[src/rtl/thread_sched_pkg.sv]
package thread_sched_pkg;

    // Per-thread hold-off state
    typedef struct packed {
        logic lock_wait;   // descheduled until lock grant
        logic mem_pend;    // skipped until ready returns
    } thr_flags_t;

endpackage

[src/rtl/thread_flag_track.sv]
module thread_flag_track
    import thread_sched_pkg::*;
(
    input  logic clk,
    input  logic rst_n,
    input  logic ready_i,
    input  logic mem_stall_i,
    input  logic lock_wait_i,
    input  logic lock_grant_i,
    output logic elig_o
);

    thr_flags_t flags_d, flags_q;

    always_comb begin
        flags_d           = flags_q;
        // grant wins over a simultaneous wait
        flags_d.lock_wait = (flags_q.lock_wait | lock_wait_i) & ~lock_grant_i;
        // pending stall persists until ready is seen without a new stall
        flags_d.mem_pend  = mem_stall_i | (flags_q.mem_pend & ~ready_i);
        elig_o            = ready_i & ~flags_d.lock_wait & ~flags_d.mem_pend;
    end

    always_ff @(posedge clk) begin
        if (!rst_n) begin
            flags_q <= '0;
        end else begin
            flags_q <= flags_d;
        end
    end


    grant_release_chk: assert property (@(posedge clk) disable iff (!rst_n)
        lock_grant_i |=> !flags_q.lock_wait);


    lock_hold_chk: assert property (@(posedge clk) disable iff (!rst_n)
        (flags_q.lock_wait && !lock_grant_i) |=> !elig_o || lock_grant_i);


    stall_skip_chk: assert property (@(posedge clk) disable iff (!rst_n)
        (flags_q.mem_pend && !ready_i) |=> flags_q.mem_pend);

endmodule

[src/rtl/rr_select.sv]
module rr_select #(
    parameter int NUM_THREADS = 4,
    parameter int TID_W       = 2
) (
    input  logic [NUM_THREADS-1:0] elig_i,
    input  logic [TID_W-1:0]       last_i,
    output logic                   found_o,
    output logic [TID_W-1:0]       pick_o
);

    always_comb begin
        found_o = 1'b0;
        pick_o  = '0;
        for (int k = 1; k <= NUM_THREADS; k++) begin
            int idx;
            idx = int'(last_i) + k;
            if (idx >= NUM_THREADS) begin
                idx = idx - NUM_THREADS;
            end
            if (!found_o && elig_i[idx]) begin
                found_o = 1'b1;
                pick_o  = TID_W'(idx);
            end
        end
    end


    always_comb begin
        if (found_o) begin
            pick_elig_chk: assert (elig_i[pick_o]);
        end
    end

endmodule

[src/rtl/thread_issue_sched.sv]
module thread_issue_sched #(
    parameter int NUM_THREADS = 4,
    localparam int TID_W = (NUM_THREADS > 1) ? $clog2(NUM_THREADS) : 1
) (
    input  logic                   clk,
    input  logic                   rst_n,
    input  logic [NUM_THREADS-1:0] thr_ready_i,
    input  logic [NUM_THREADS-1:0] thr_mem_stall_i,
    input  logic [NUM_THREADS-1:0] thr_lock_wait_i,
    input  logic [NUM_THREADS-1:0] thr_lock_grant_i,
    output logic                   issue_valid_o,
    output logic [TID_W-1:0]       issue_tid_o
);

    typedef struct packed {
        logic [TID_W-1:0] last;
        logic             vld;
        logic [TID_W-1:0] tid;
    } sched_st_t;

    sched_st_t              st_d, st_q;
    logic [NUM_THREADS-1:0] elig;
    logic                   found;
    logic [TID_W-1:0]       pick;

    for (genvar t = 0; t < NUM_THREADS; t++) begin : g_thr
        thread_flag_track u_flags (
            .clk          (clk),
            .rst_n        (rst_n),
            .ready_i      (thr_ready_i[t]),
            .mem_stall_i  (thr_mem_stall_i[t]),
            .lock_wait_i  (thr_lock_wait_i[t]),
            .lock_grant_i (thr_lock_grant_i[t]),
            .elig_o       (elig[t])
        );
    end

    rr_select #(
        .NUM_THREADS (NUM_THREADS),
        .TID_W       (TID_W)
    ) u_pick (
        .elig_i  (elig),
        .last_i  (st_q.last),
        .found_o (found),
        .pick_o  (pick)
    );

    always_comb begin
        st_d     = st_q;
        st_d.vld = found;
        if (found) begin
            st_d.tid  = pick;
            st_d.last = pick;
        end
    end

    always_ff @(posedge clk) begin
        if (!rst_n) begin
            st_q.last <= TID_W'(NUM_THREADS - 1);
            st_q.vld  <= 1'b0;
            st_q.tid  <= '0;
        end else begin
            st_q <= st_d;
        end
    end

    assign issue_valid_o = st_q.vld;
    assign issue_tid_o   = st_q.tid;


    bubble_chk: assert property (@(posedge clk) disable iff (!rst_n)
        !(|elig) |=> !issue_valid_o && $stable(issue_tid_o));


    busy_chk: assert property (@(posedge clk) disable iff (!rst_n)
        (|elig) |=> issue_valid_o);


    rotate_chk: assert property (@(posedge clk) disable iff (!rst_n)
        ((&elig) && issue_valid_o) |=> issue_tid_o == TID_W'($past(issue_tid_o) + 1'b1));

endmodule

[config.mk]
export PLATFORM = sky130hd
export DESIGN_NAME = thread_issue_sched
export DESIGN_NICKNAME = d
export VERILOG_FILES = /design/src/rtl/thread_sched_pkg.sv /design/src/rtl/thread_flag_track.sv /design/src/rtl/rr_select.sv /design/src/rtl/thread_issue_sched.sv
export SDC_FILE = /design/constraint.sdc
export NUM_CORES = 1
export LEC_CHECK = 0
export BUFFER_PORTS_ARGS = -buffer_cell sky130_fd_sc_hd__buf_2
export CAP_MARGIN = 20
export CELL_PAD_IN_SITES_DETAIL_PLACEMENT = 0
export CELL_PAD_IN_SITES_GLOBAL_PLACEMENT = 1
export CORE_UTILIZATION = 33
export CTS_BUF_LIST = sky130_fd_sc_hd__clkbuf_8
export DETAILED_ROUTE_END_ITERATION = 6
export PLACE_DENSITY_LB_ADDON = 0.12
export SKIP_LAST_GASP = 1
export SYNTH_ARGS = -nofsm -noshare
export SYNTH_HDL_FRONTEND = slang
export SYNTH_SLANG_ARGS = --single-unit
[constraint.sdc]
create_clock -name clk -period 1.4 [get_ports clk]
set_clock_uncertainty 0.1 [all_clocks]
set_input_delay 0.14 -clock clk [delete_from_list [all_inputs] [get_ports clk]]
set_output_delay 0.14 -clock clk [all_outputs]
set_load 0.02 [all_outputs]
==> metrics <==
Leak=0.0004260 uW; diodes inserted=0; Critical Path Max Stage Delay=0.40 ns; DIE WIDTH=45.32 um; CTS clk-pin slew, worst paths=0.05 ns; Layout area overhead=61.21%; Synth Register Bits=9; clk_lat worst skew=0.24 ns; gpl congestion=0.7763; number of fill cells=163; Mapped Avg Cell Area=8.602 um^2; first-pass GRT wire length=2.960 mm; fmax=656.1 MHz; CTS tree=yes; failing checks=setup timing; clk sinks=9; FFs w/ async S/R, synth=0%; largest net degree at the start of global routing=9; Seq/Total Area, Yosys=29.09%; ys flop type=dfxtp_1; Slew Viols, Final=0; Avg WL per Cell=approximately 14 um; Inserted Clock Buffers=3; Hold Worst Slack=0.07302 ns; cell count after synthesis=72; compound-gate portion of the synthesized area=roughly 39%; PortBufs=20; largest family of logic cells by synthesized area=compound AO/OA/AOI/OAI gates; XOR/XNOR Fraction of Synth Area=0%; final WL=1.793 mm; CTS H-tree depth=1; Net Count, Synth=90; Nets=126; Final HPWL DP=1.232 mm; worst reg-to-reg setup slack=-0.12 ns; WHS Path Cells=2; CP top delay family=compound AO/OA/AOI/OAI gates; unrepaired setup endpoints after global routing=true; worst-margin pin slew=0.3213 ns; critical path, cell by cell=o21ba_4 > or3_4 > o211a_1 > o31ai_2 > a21oi_1; Netlist cell types=37; CP max FO=5; overall power=1022 uW; total track usage=about a fifth; share of post-route cells with drive strength above 1=61.68%; multiplexer area fraction after synthesis=0%; Crit path depth=5; Reg2Reg Depth=5; status=finished with violations; Synth top cells by count=nor2_1, dfxtp_1, a21oi_1, buf_4, nand2b_1; crit path launch type=register; TritonRoute pass-1 iters=4; Final Instance Area=roughly 1000 um^2; Hold Vio Cnt, Final=0; cell taking the most area after synthesis=dfxtp_1; die height=45.32 um; placed cell areas=835.8 um^2; min Tclk post-route=1.524 ns; vias in the first global route=633; Final WS setup=-0.1243 ns; Root Driver=clkbuf_8; maximum vdd drop=0.0003692 V; required time of the worst setup path=about 1.4 ns; Max Cap Viol=0; Slowest cell on crit path=or3_4; DR iter-0 viols=11; GRT Residual Overflow=0; Initial Utilization=35.48%; number of synthesis warnings=0; Power per Cell Area=1024 nW/um^2; Max clock buf depth=2; Final ANT Viol Nets=0; I/O Pins=21; # setup viols final=3; WS Path Type=register to register; die area=2054 um^2; Synth Area in Simple Gates=around a quarter; Post-route DRC=0; Rows=15; Post-synth EDFFs=0; Synth area leaders=dfxtp_1, nor2_1, o21ba_4; vias per cell=5.114; synthesized area=619.3 um^2; Core ar.=~1700 um^2; initial antenna violation count=0; Rel. slew slack=78.38%; period utilisation layout=108.9%; via count=around 680; CP endpoint kind=register; post-synth top area share=between 20 and 30%; HP Class=input port to register; CP Buf/Inv Count=0; count leader, synth=nor2_1; critical path arrival=1.54 ns; Adder-Cell Fraction of Synth Area=0%
## state kept, by name, indices dropped and copies added (netlist names)
register	cells
g_thr.u_flags.flags_q	4
issue_tid_o	2
issue_valid_o	1
st_q	2
## metrics by stage
step                util (%)  worst slack, ns  std cells   TNS, ns
floorplan                  -         -0.01888         72  -0.01888
global placement       47.89          -0.1395        128   -0.3532
detailed placement     47.89          -0.1838        128   -0.3472
CTS                    54.84          -0.1155        131   -0.3021
global route           57.20          -0.1996        132   -0.5357
finish                 57.20          -0.1243        132   -0.3131
## power by group
part	internal, uW	switching, uW	leakage (uW)
Clock	192	114	0.0000269
Combinational	196	217	0.000324
Sequential	285	17.7	0.0000756
Total	673	349	0.000426
## repair_timing
action	4_1_cts	5_1_grt
pin swaps	8	8
hold buffers	0	0
gates resized for setup	14	9
setup buffers	0	1
setup endpoints to repair	4	4
## worst paths after layout
check	startpoint	to
max	g_thr[0].u_flags.flags_q[1]	issue_tid_o[0]
min reg2reg	g_thr[3].u_flags.flags_q[1]	g_thr[3].u_flags.flags_q[1]
max reg2reg	g_thr[0].u_flags.flags_q[1]	issue_tid_o[0]
min	rst_n	st_q[4]
## cell usage in the layout (no fill, tap or decap), drive strengths merged, types with 3 or more instances in the layout
master / Yosys / layout
a21oi: 5 / 5
buf: 3 / 35
clkbuf: 1 / 3
dfxtp: 9 / 9
inv: 2 / 3
nand2b: 3 / 3
nor2: 12 / 12
o21ba: 3 / 3
o21bai: 3 / 3
## worst reg2reg max path: cells and delay by family (launching register included)
family	cells	cell delay, ns
AOI/OAI and AO/OA	4	0.61
and+or+nand+nor	1	0.40
DFF	1	0.31
## layer usage
layer  up-vias  track usage, %  part of all wire, %
met5         -               0                    0
met4         0           13.94                  2.5
met3         4           3.600                  2.8
met2        21           30.43                   50
met1       314           27.18                   45
li1        336               -                    -
## kinds of logic after synthesis
family | after synthesis
buf+inv | 7
simple gates | 30
compound gates | 26
flops | 9
## area by class of cell
type	instances	area [um^2]	share of cell area (%)
tap	25	31.28	3.133
clock inverter	1	3.754	0.3759
clock buffer	3	41.29	4.135
timing repair buffer	35	216.5	21.68
inverter	3	11.26	1.128
multi-input combinational	56	510.5	51.13
sequential	9	183.9	18.42
(Power assumes the default switching activity.)
